<file path="src/rtl/serial_rx_pkg.sv">
package serial_rx_pkg;

  typedef enum logic [1:0] {
    RX_IDLE  = 2'd0,
    RX_START = 2'd1,
    RX_DATA  = 2'd2,
    RX_STOP  = 2'd3
  } rx_state_e;

endpackage

</file>
<file path="src/rtl/rxs_line_sync.sv">
// Synchronizer chain plus tick-rate falling-edge detection.
module rxs_line_sync #(
  parameter int SYNC_STAGES = 2
) (
  input  logic clk,
  input  logic rst_n,
  input  logic tick_en,
  input  logic line_raw,
  output logic line_q,
  output logic fall_tick
);

  logic [SYNC_STAGES-1:0] chain_q;
  logic                   last_q;

  for (genvar s = 0; s < SYNC_STAGES; s++) begin : g_stage
    if (s == 0) begin : g_first
      always_ff @(posedge clk or negedge rst_n) begin
        if (!rst_n) chain_q[s] <= 1'b1;
        else        chain_q[s] <= line_raw;
      end
    end else begin : g_next
      always_ff @(posedge clk or negedge rst_n) begin
        if (!rst_n) chain_q[s] <= 1'b1;
        else        chain_q[s] <= chain_q[s-1];
      end
    end
  end

  assign line_q = chain_q[SYNC_STAGES-1];

  // level seen at the previous tick
  always_ff @(posedge clk or negedge rst_n) begin
    if (!rst_n)       last_q <= 1'b1;
    else if (tick_en) last_q <= line_q;
  end

  assign fall_tick = tick_en & last_q & ~line_q;

endmodule

</file>
<file path="src/rtl/rxs_tick_timer.sv">
// Tick counter within a bit period and data bit index.
module rxs_tick_timer #(
  parameter int OSR   = 16,
  parameter int NBITS = 8
) (
  input  logic clk,
  input  logic rst_n,
  input  logic tick_en,
  input  logic cnt_clr,
  input  logic bit_clr,
  input  logic bit_inc,
  output logic half_hit,
  output logic full_hit,
  output logic last_bit
);

  localparam int CW = (OSR > 2) ? $clog2(OSR) : 1;
  localparam int BW = (NBITS > 2) ? $clog2(NBITS) : 1;
  localparam logic [CW-1:0] CNT_TOP  = CW'(OSR - 1);
  localparam logic [CW-1:0] CNT_HALF = CW'(OSR / 2 - 1);
  localparam logic [BW-1:0] BIT_TOP  = BW'(NBITS - 1);

  logic [CW-1:0] cnt_q, cnt_d;
  logic [BW-1:0] bit_q, bit_d;

  always_comb begin
    cnt_d = cnt_q;
    if (cnt_clr)      cnt_d = '0;
    else if (tick_en) cnt_d = (cnt_q == CNT_TOP) ? '0 : cnt_q + CW'(1);
  end

  always_comb begin
    bit_d = bit_q;
    if (bit_clr)      bit_d = '0;
    else if (bit_inc) bit_d = bit_q + BW'(1);
  end

  always_ff @(posedge clk or negedge rst_n) begin
    if (!rst_n) begin
      cnt_q <= '0;
      bit_q <= '0;
    end else begin
      cnt_q <= cnt_d;
      bit_q <= bit_d;
    end
  end

  assign half_hit = tick_en && (cnt_q == CNT_HALF);
  assign full_hit = tick_en && (cnt_q == CNT_TOP);
  assign last_bit = (bit_q == BIT_TOP);

endmodule

</file>
<file path="src/rtl/rxs_ctrl.sv">
// Receive sequencer and status flags.
module rxs_ctrl
  import serial_rx_pkg::*;
(
  input  logic      clk,
  input  logic      rst_n,
  input  logic      fall_tick,
  input  logic      line_q,
  input  logic      half_hit,
  input  logic      full_hit,
  input  logic      last_bit,
  output logic      cnt_clr,
  output logic      bit_clr,
  output logic      shift_en,
  output logic      load_out,
  output logic      ready_q,
  output logic      ferr_q,
  output rx_state_e state_o
);

  rx_state_e state_q, state_d;
  logic      flag_clr;
  logic      ready_d, ferr_d;

  always_comb begin
    state_d  = state_q;
    cnt_clr  = 1'b0;
    bit_clr  = 1'b0;
    shift_en = 1'b0;
    load_out = 1'b0;
    flag_clr = 1'b0;
    case (state_q)
      RX_IDLE: begin
        cnt_clr = 1'b1;
        if (fall_tick) begin
          state_d  = RX_START;
          flag_clr = 1'b1;
        end
      end
      RX_START: begin
        if (half_hit) begin
          if (!line_q) begin
            state_d = RX_DATA;
            cnt_clr = 1'b1;
            bit_clr = 1'b1;
          end else begin
            state_d = RX_IDLE;
          end
        end
      end
      RX_DATA: begin
        if (full_hit) begin
          shift_en = 1'b1;
          if (last_bit) state_d = RX_STOP;
        end
      end
      RX_STOP: begin
        if (full_hit) begin
          load_out = 1'b1;
          state_d  = RX_IDLE;
        end
      end
      default: state_d = RX_IDLE;
    endcase
  end

  always_comb begin
    ready_d = ready_q;
    ferr_d  = ferr_q;
    if (flag_clr) begin
      ready_d = 1'b0;
      ferr_d  = 1'b0;
    end else if (load_out) begin
      ready_d = 1'b1;
      ferr_d  = ~line_q;
    end
  end

  always_ff @(posedge clk or negedge rst_n) begin
    if (!rst_n) begin
      state_q <= RX_IDLE;
      ready_q <= 1'b0;
      ferr_q  <= 1'b0;
    end else begin
      state_q <= state_d;
      ready_q <= ready_d;
      ferr_q  <= ferr_d;
    end
  end

  assign state_o = state_q;

endmodule

</file>
<file path="src/rtl/rxs_shifter.sv">
// LSB-first shift register and output holding register.
module rxs_shifter #(
  parameter int NBITS = 8
) (
  input  logic             clk,
  input  logic             rst_n,
  input  logic             shift_en,
  input  logic             load_out,
  input  logic             line_q,
  output logic [NBITS-1:0] byte_o
);

  logic [NBITS-1:0] sr_q, sr_d;
  logic [NBITS-1:0] hold_q, hold_d;

  always_comb begin
    sr_d = sr_q;
    if (shift_en) sr_d = {line_q, sr_q[NBITS-1:1]};
  end

  always_comb begin
    hold_d = hold_q;
    if (load_out) hold_d = sr_q;
  end

  always_ff @(posedge clk or negedge rst_n) begin
    if (!rst_n) begin
      sr_q   <= '0;
      hold_q <= '0;
    end else begin
      sr_q   <= sr_d;
      hold_q <= hold_d;
    end
  end

  assign byte_o = hold_q;

endmodule

</file>
<file path="src/rtl/serial_byte_receiver.sv">
module serial_byte_receiver
  import serial_rx_pkg::*;
#(
  parameter int OSR         = 16,
  parameter int NBITS       = 8,
  parameter int SYNC_STAGES = 2
) (
  input  logic             clk,
  input  logic             rst_n,
  input  logic             tick_en,
  input  logic             rx_line,
  output logic [NBITS-1:0] rx_byte,
  output logic             byte_ready,
  output logic             frame_err
);

  logic      line_w, fall_w;
  logic      half_w, full_w, last_w;
  logic      cnt_clr_w, bit_clr_w, shift_w, load_w;
  rx_state_e state_w;

  rxs_line_sync #(.SYNC_STAGES(SYNC_STAGES)) u_sync (
    .clk       (clk),
    .rst_n     (rst_n),
    .tick_en   (tick_en),
    .line_raw  (rx_line),
    .line_q    (line_w),
    .fall_tick (fall_w)
  );

  rxs_tick_timer #(.OSR(OSR), .NBITS(NBITS)) u_timer (
    .clk      (clk),
    .rst_n    (rst_n),
    .tick_en  (tick_en),
    .cnt_clr  (cnt_clr_w),
    .bit_clr  (bit_clr_w),
    .bit_inc  (shift_w),
    .half_hit (half_w),
    .full_hit (full_w),
    .last_bit (last_w)
  );

  rxs_ctrl u_ctrl (
    .clk       (clk),
    .rst_n     (rst_n),
    .fall_tick (fall_w),
    .line_q    (line_w),
    .half_hit  (half_w),
    .full_hit  (full_w),
    .last_bit  (last_w),
    .cnt_clr   (cnt_clr_w),
    .bit_clr   (bit_clr_w),
    .shift_en  (shift_w),
    .load_out  (load_w),
    .ready_q   (byte_ready),
    .ferr_q    (frame_err),
    .state_o   (state_w)
  );

  rxs_shifter #(.NBITS(NBITS)) u_shift (
    .clk      (clk),
    .rst_n    (rst_n),
    .shift_en (shift_w),
    .load_out (load_w),
    .line_q   (line_w),
    .byte_o   (rx_byte)
  );

endmodule

</file>
<file path="config.mk">
export PLATFORM = sky130hd
export DESIGN_NAME = serial_byte_receiver
export DESIGN_NICKNAME = d
export VERILOG_FILES = /design/src/rtl/serial_rx_pkg.sv /design/src/rtl/rxs_line_sync.sv /design/src/rtl/rxs_tick_timer.sv /design/src/rtl/rxs_ctrl.sv /design/src/rtl/rxs_shifter.sv /design/src/rtl/serial_byte_receiver.sv
export SDC_FILE = /design/constraint.sdc
export NUM_CORES = 1
export LEC_CHECK = 0
export BUFFER_PORTS_ARGS = -buffer_cell sky130_fd_sc_hd__buf_2
export CORE_MARGIN = 3
export CORE_UTILIZATION = 60
export CTS_CLUSTER_DIAMETER = 200
export DETAILED_ROUTE_END_ITERATION = 12
export GPL_ROUTABILITY_DRIVEN = 0
export PLACE_DENSITY_LB_ADDON = 0.3
export SLEW_MARGIN = 0
export SYNTH_ARGS = -nofsm -noshare
export SYNTH_HDL_FRONTEND = slang
export SYNTH_SLANG_ARGS = --single-unit
</file>
<file path="constraint.sdc">
create_clock -name clk -period 5 [get_ports clk]
set_clock_uncertainty 0.1 [all_clocks]
set_input_delay 0 -clock clk [delete_from_list [all_inputs] [get_ports clk]]
set_output_delay 0 -clock clk [all_outputs]
set_load 0.03 [all_outputs]
</file>
==> metrics.txt, run 1 <==
status=finished clean; CP required=5110 ps; Clk pin slew, worst setup/hold paths=90 ps; CP Capture Type=flop; CP top delay family=simple AND/OR/NAND/NOR gates; PortBufs=13; die width=53.2 um; Final Max Slew Viols=0; via count=817; Max Fclk=0.547 GHz; largest net degree at the start of global routing=31; final-layout fill cell count=157; gr ovfl total=0; crit-path max FO=10; RSZ-0062 raised after global routing=no; Cell Chain, Critical Path=ha_1 > and4_4 > and3_4 > mux2_1; Max clock buf depth=2; leading post-synthesis cells by cell area=dfrtp_1, mux2_4, dfstp_2; CTS sink cnt=30; Core Rows=16; Post-Synthesis Cells=98; crit path kind=reg2reg; Final Setup Violations=0; Detail Route Antenna Nets=0; Least-Margin Pin Slew=628 ps; Resized Gates After CTS=0; Slew HR=58.1%; VDD IR-drop max=0.342 mV; post-layout util=74.4%; ant diodes=0; FF+latch area=754 um2; sequential area share after synthesis=56.5%; worst hold path class=in2async; slowest CP cell=dfrtp_1; initial antenna violation count=0; Hold Vio Cnt, Final=0; WL final=2220 um; H-tree lvl count=2; I/O pins=14; Mapped Area=0.00134 mm2; CP arrival=1940 ps; Setup Buffers After CTS=0; final setup margin=3170 ps; setup TNS=0 ps; average size of a mapped cell=13.6 um2; area post-placement=0.00141 mm2; leading area contributor after synthesis=dfrtp_1; drt pass-1 iters=4; P_leak=0.775 nW; share of the synthesized area in the top cell type=50.6%; DR iter-0 viols=14; PD cells=412 mW/mm2; WP buf/inv=0; post-route cell area=0.00152 mm2; startpoint types=flop; root buffer cell=clkbuf_4; Syn Nets=105; CTS Buf Count=5; number of global-route vias before repair=781; CTS tree=yes; min Tclk post-route=1830 ps; core footprint=0.00204 mm2; final net count=124; pre-CTS WS=3200 ps; Routed WL per cell=15.3 um; Area Overhead vs Synth=13.9%; Vias/cell=5.63; initial core utilization=65.4%; DRC errors left=0; flops & latches, synth=30; clock latency on the worst-skew pair=320 ps; # Max-Cap Violations=0; share of layout cells above drive strength 1=34.7%; gr usage total=18.2%; slowest cell delay on critical path=410 ps; Final Cycle Share=36.6%; Yosys warning count=0; post-synth cell types=34; global-route wire length before repair=3510 um; die area=0.00283 mm2; Detail Placement HPWL=1580 um; Multi-input gate area=552 um2; die height=53.2 um
logic make-up after synthesis:
group	synth area share, %
AO/OA/AOI/OAI	6.84
XOR/XNOR	0.656
adder cells (fa/ha/maj)	2.81
buffers and inverters	2.16
flip-flops	56.5
multiplexers	18.6
AND/OR/NAND/NOR	12.5
final cells by class:
class | instances | share of cell area, %
well taps | 27 | 2.22
multi-input cells | 64 | 36.3
clock buffers | 7 | 3.62
repair buffers | 16 | 6.26
clock inverters | 1 | 1.98
flip-flops and latches | 30 | 49.6
timing repair:
item,in CTS,in global routing
endpoints found under the setup margin,0,0
hold buffers,3,0
endpoints found under the hold margin,35,0
path summary, 6_finish.rpt:
| kind | start | to | slack, ps | depth (start not counted) |
|---|---|---|---|---|
| setup / recovery | u_timer.cnt_q[0] | u_shift.byte_o[6] | 3170 | 4 |
| hold / removal | rst_n | u_shift.byte_o[3] | 130 | 2 |
| setup reg to reg | u_timer.cnt_q[0] | u_shift.byte_o[6] | 3170 | 4 |
| hold reg to reg | u_sync.chain_q[0] | u_sync.line_q | 260 | 0 |
| max in group asynchronous | rst_n | u_shift.byte_o[1] | 4260 | 2 |
| min in group clk | rx_line | u_sync.chain_q[0] | 220 | 2 |
through the flow:
step / hold WS, ps / std cells / power, mW
2_1_floorplan: -396 / 98 / 0.398
3_3_place_gp: -49.4 / 134 / 0.419
3_5_place_dp: -46.0 / 134 / 0.429
4_1_cts: 139 / 145 / 0.629
5_1_grt: 161 / 145 / 0.655
6_report: 126 / 145 / 0.626
cells in the final DEF (no fill, tap or decap), types with 2 or more instances in the layout:
master,count
nand3_1,4
nor2_1,3
dfstp_2,3
mux2_1,5
clkbuf_4,5
a31oi_1,2
nand2b_1,2
a21o_1,2
buf_2,13
dfrtp_1,27
ha_1,3
mux2_4,7
mux2i_1,3
o21ai_0,3
nor3_1,3
dlygate4sd3_1,3
nand2_1,4
a21oi_1,3
mux2_2,5
report_power, final:
group / internal [mW] / switching [mW] / total [mW]
registers: 0.273 / 0.0408 / 0.314
clock network: 0.119 / 0.0776 / 0.197
logic: 0.0519 / 0.0626 / 0.114
layer usage:
metal,global-route usage [%],vias to the layer above,wire (um)
met5,0,-,0
met4,13.2,0,75
met3,4.51,8,78
met2,27.5,19,1080
met1,22.4,394,987
li1,-,396,-
synth_stat cells:
cell type   n
a21bo_2     1
a21o_1      2
a21oi_1     3
a31oi_1     2
and3_1      1
and3_4      1
and3b_1     1
and4_4      1
buf_2       2
buf_8       1
clkbuf_1    1
dfrtp_1    27
dfstp_2     3
ha_1        3
mux2_1      5
mux2_2      5
mux2_4      7
mux2i_1     3
nand2_1     4
nand2b_1    2
nand3_1     4
nand4_1     1
nand4_2     1
nor2_1      3
nor2_4      1
nor2b_1     1
nor3_1      3
nor4_2      1
o21a_1      1
o21ai_0     3
o21bai_1    1
o22a_1      1
or3_1       1
xor2_1      1
flip-flops by register name (all words and copies together) (netlist names), named ones only:
signal          count
u_shift.sr_q        8
u_shift.byte_o      8
u_ctrl.ferr_q       1
u_timer.bit_q       3
u_sync.chain_q      1
u_ctrl.ready_q      1
u_sync.last_q       1
u_ctrl.state_o      1
u_timer.cnt_q       4
u_sync.line_q       1
No activity file was read; power rests on OpenSTA's default activity.
==> run 2, diff against run 1 <==
Settings changed: CORE_UTILIZATION 60 to 56.
Clock period 5 ns to 1.9 ns, I/O delays scaled along.
==> metrics.txt, run 2 (synthesis gave the netlist of run 1 again) <==
gr usage total=18.0%; crit-path max FO=10; share of layout cells above drive strength 1=37.5%; number of global-route vias before repair=785; placed instance count=137; final net count=126; crit path kind=reg2reg; Pint=1.31 mW; Net Sw Frac=26.9%; most common cell after layout, fill and taps aside=dfrtp_1; Least-Margin Pin Slew=649 ps; Routed WL per cell=14.6 um; Final Max Slew Viols=0; Slew HR=56.7%; CTS tree=yes; final total power=1.79 mW; largest net degree at the start of global routing=31; post-layout util=70.1%; hold slack=123 ps; CTS Buf Count=5; post-route cell area=0.00157 mm2; CP Capture Type=flop; Max Fclk=0.561 GHz; min Tclk post-route=1780 ps; Detail Placement HPWL=1550 um; Multi-input gate area=554 um2; Clk pin slew, worst setup/hold paths=100 ps; drt pass-1 iters=4; global-route wire length before repair=3530 um; clock latency on the worst-skew pair=330 ps; Final Setup Violations=0; initial antenna violation count=0; WL final=2160 um; initial core utilization=59.8%; gr ovfl total=0; Area Overhead vs Synth=17.2%; Max clock buf depth=2; P_sw=0.481 mW; core footprint=0.00223 mm2; CP arrival=1890 ps; ant diodes=0; CP required=2010 ps; final-layout fill cell count=165; H-tree lvl count=2; setup TNS=0 ps; I/O pins=14; pre-CTS WS=88.9 ps; clock network power share=37.2%; DRC errors left=0; startpoint types=flop; die height=54.8 um; Cell Count, Final, Fillers Out=148; root buffer cell=clkbuf_4; Core Rows=17; P_leak=0.795 nW; Vias/cell=5.74; via count=849; RSZ-0062 raised after global routing=no; Hold Vio Cnt, Final=0; final setup margin=118 ps; Final Cycle Share=93.8%; DR iter-0 viols=9; CTS sink cnt=30; area post-placement=0.00142 mm2; status=finished clean; Setup Buffers After CTS=0; FF+latch area=754 um2; # Max-Cap Violations=0; die area=0.00301 mm2; worst hold path class=in2async; VDD IR-drop max=1.15 mV; most frequent cells in the layout=dfrtp_1, buf_2, mux2_4; PortBufs=13; Seq pwr share=46.1%; PD cells=1140 mW/mm2; Combinational Power Share=16.7%; die width=54.8 um; Detail Route Antenna Nets=0
run 2: cell types whose count changed in the layout (fill, tap and decap cells not counted), sizes merged:
cell,change
buf,+2
bufinv,+1
clkbuf,-1
run 2: final cells by class:
cell class / instances / area share, %
Sequential cell: 30 / 48.2
Multi-Input combinational cell: 64 / 35.4
Timing Repair Buffer: 18 / 7.03
Clock inverter: 2 / 3.84
Clock buffer: 6 / 3.28
Tap cell: 28 / 2.24
run 2: final timing paths:
check	startpoint	end	slack, ps	cells past startpoint
min reg2reg	u_sync.chain_q[0]	u_sync.line_q	260	0
max	u_timer.cnt_q[0]	u_shift.byte_o[6]	120	4
min in group clk	rx_line	u_sync.chain_q[0]	210	2
min	rst_n	async pin	120	2
max in group asynchronous	rst_n	u_timer.cnt_q[3]	1150	2
max reg2reg	u_timer.cnt_q[0]	u_shift.byte_o[6]	120	4
run 2: worst max-delay path, cell delays in order, from the launching register on:
cell and delay (ps):
dfrtp_1 400, ha_2 240, and4_4 260, and3_4 310, mux2_1 350
run 2: layer usage:
metal	GRT usage (%)	part of all wire (%)	vias up
met5	0	0	-
met2	24.2	46	17
met4	10.8	3.0	0
li1	-	-	403
met1	22.5	46	421
met3	9.26	4.8	8
run 2: what timing repair did:
item / in CTS / in global routing
endpoints found under the setup margin: 0 / 1
hold endpoints to repair: 34 / 0
gates resized for setup: 0 / 1
hold buffers: 3 / 0
run 2: power by group through the flow:
| stage | Clock (mW) | Sequential, mW | Combinational, mW |
|---|---|---|---|
| after floorplan | 0 | 0.817 | 0.230 |
| after global placement | 0 | 0.825 | 0.282 |
| after detailed placement | 0 | 0.830 | 0.297 |
| after CTS | 0.681 | 0.819 | 0.302 |
| after global routing | 0.717 | 0.839 | 0.340 |
| final | 0.665 | 0.824 | 0.299 |
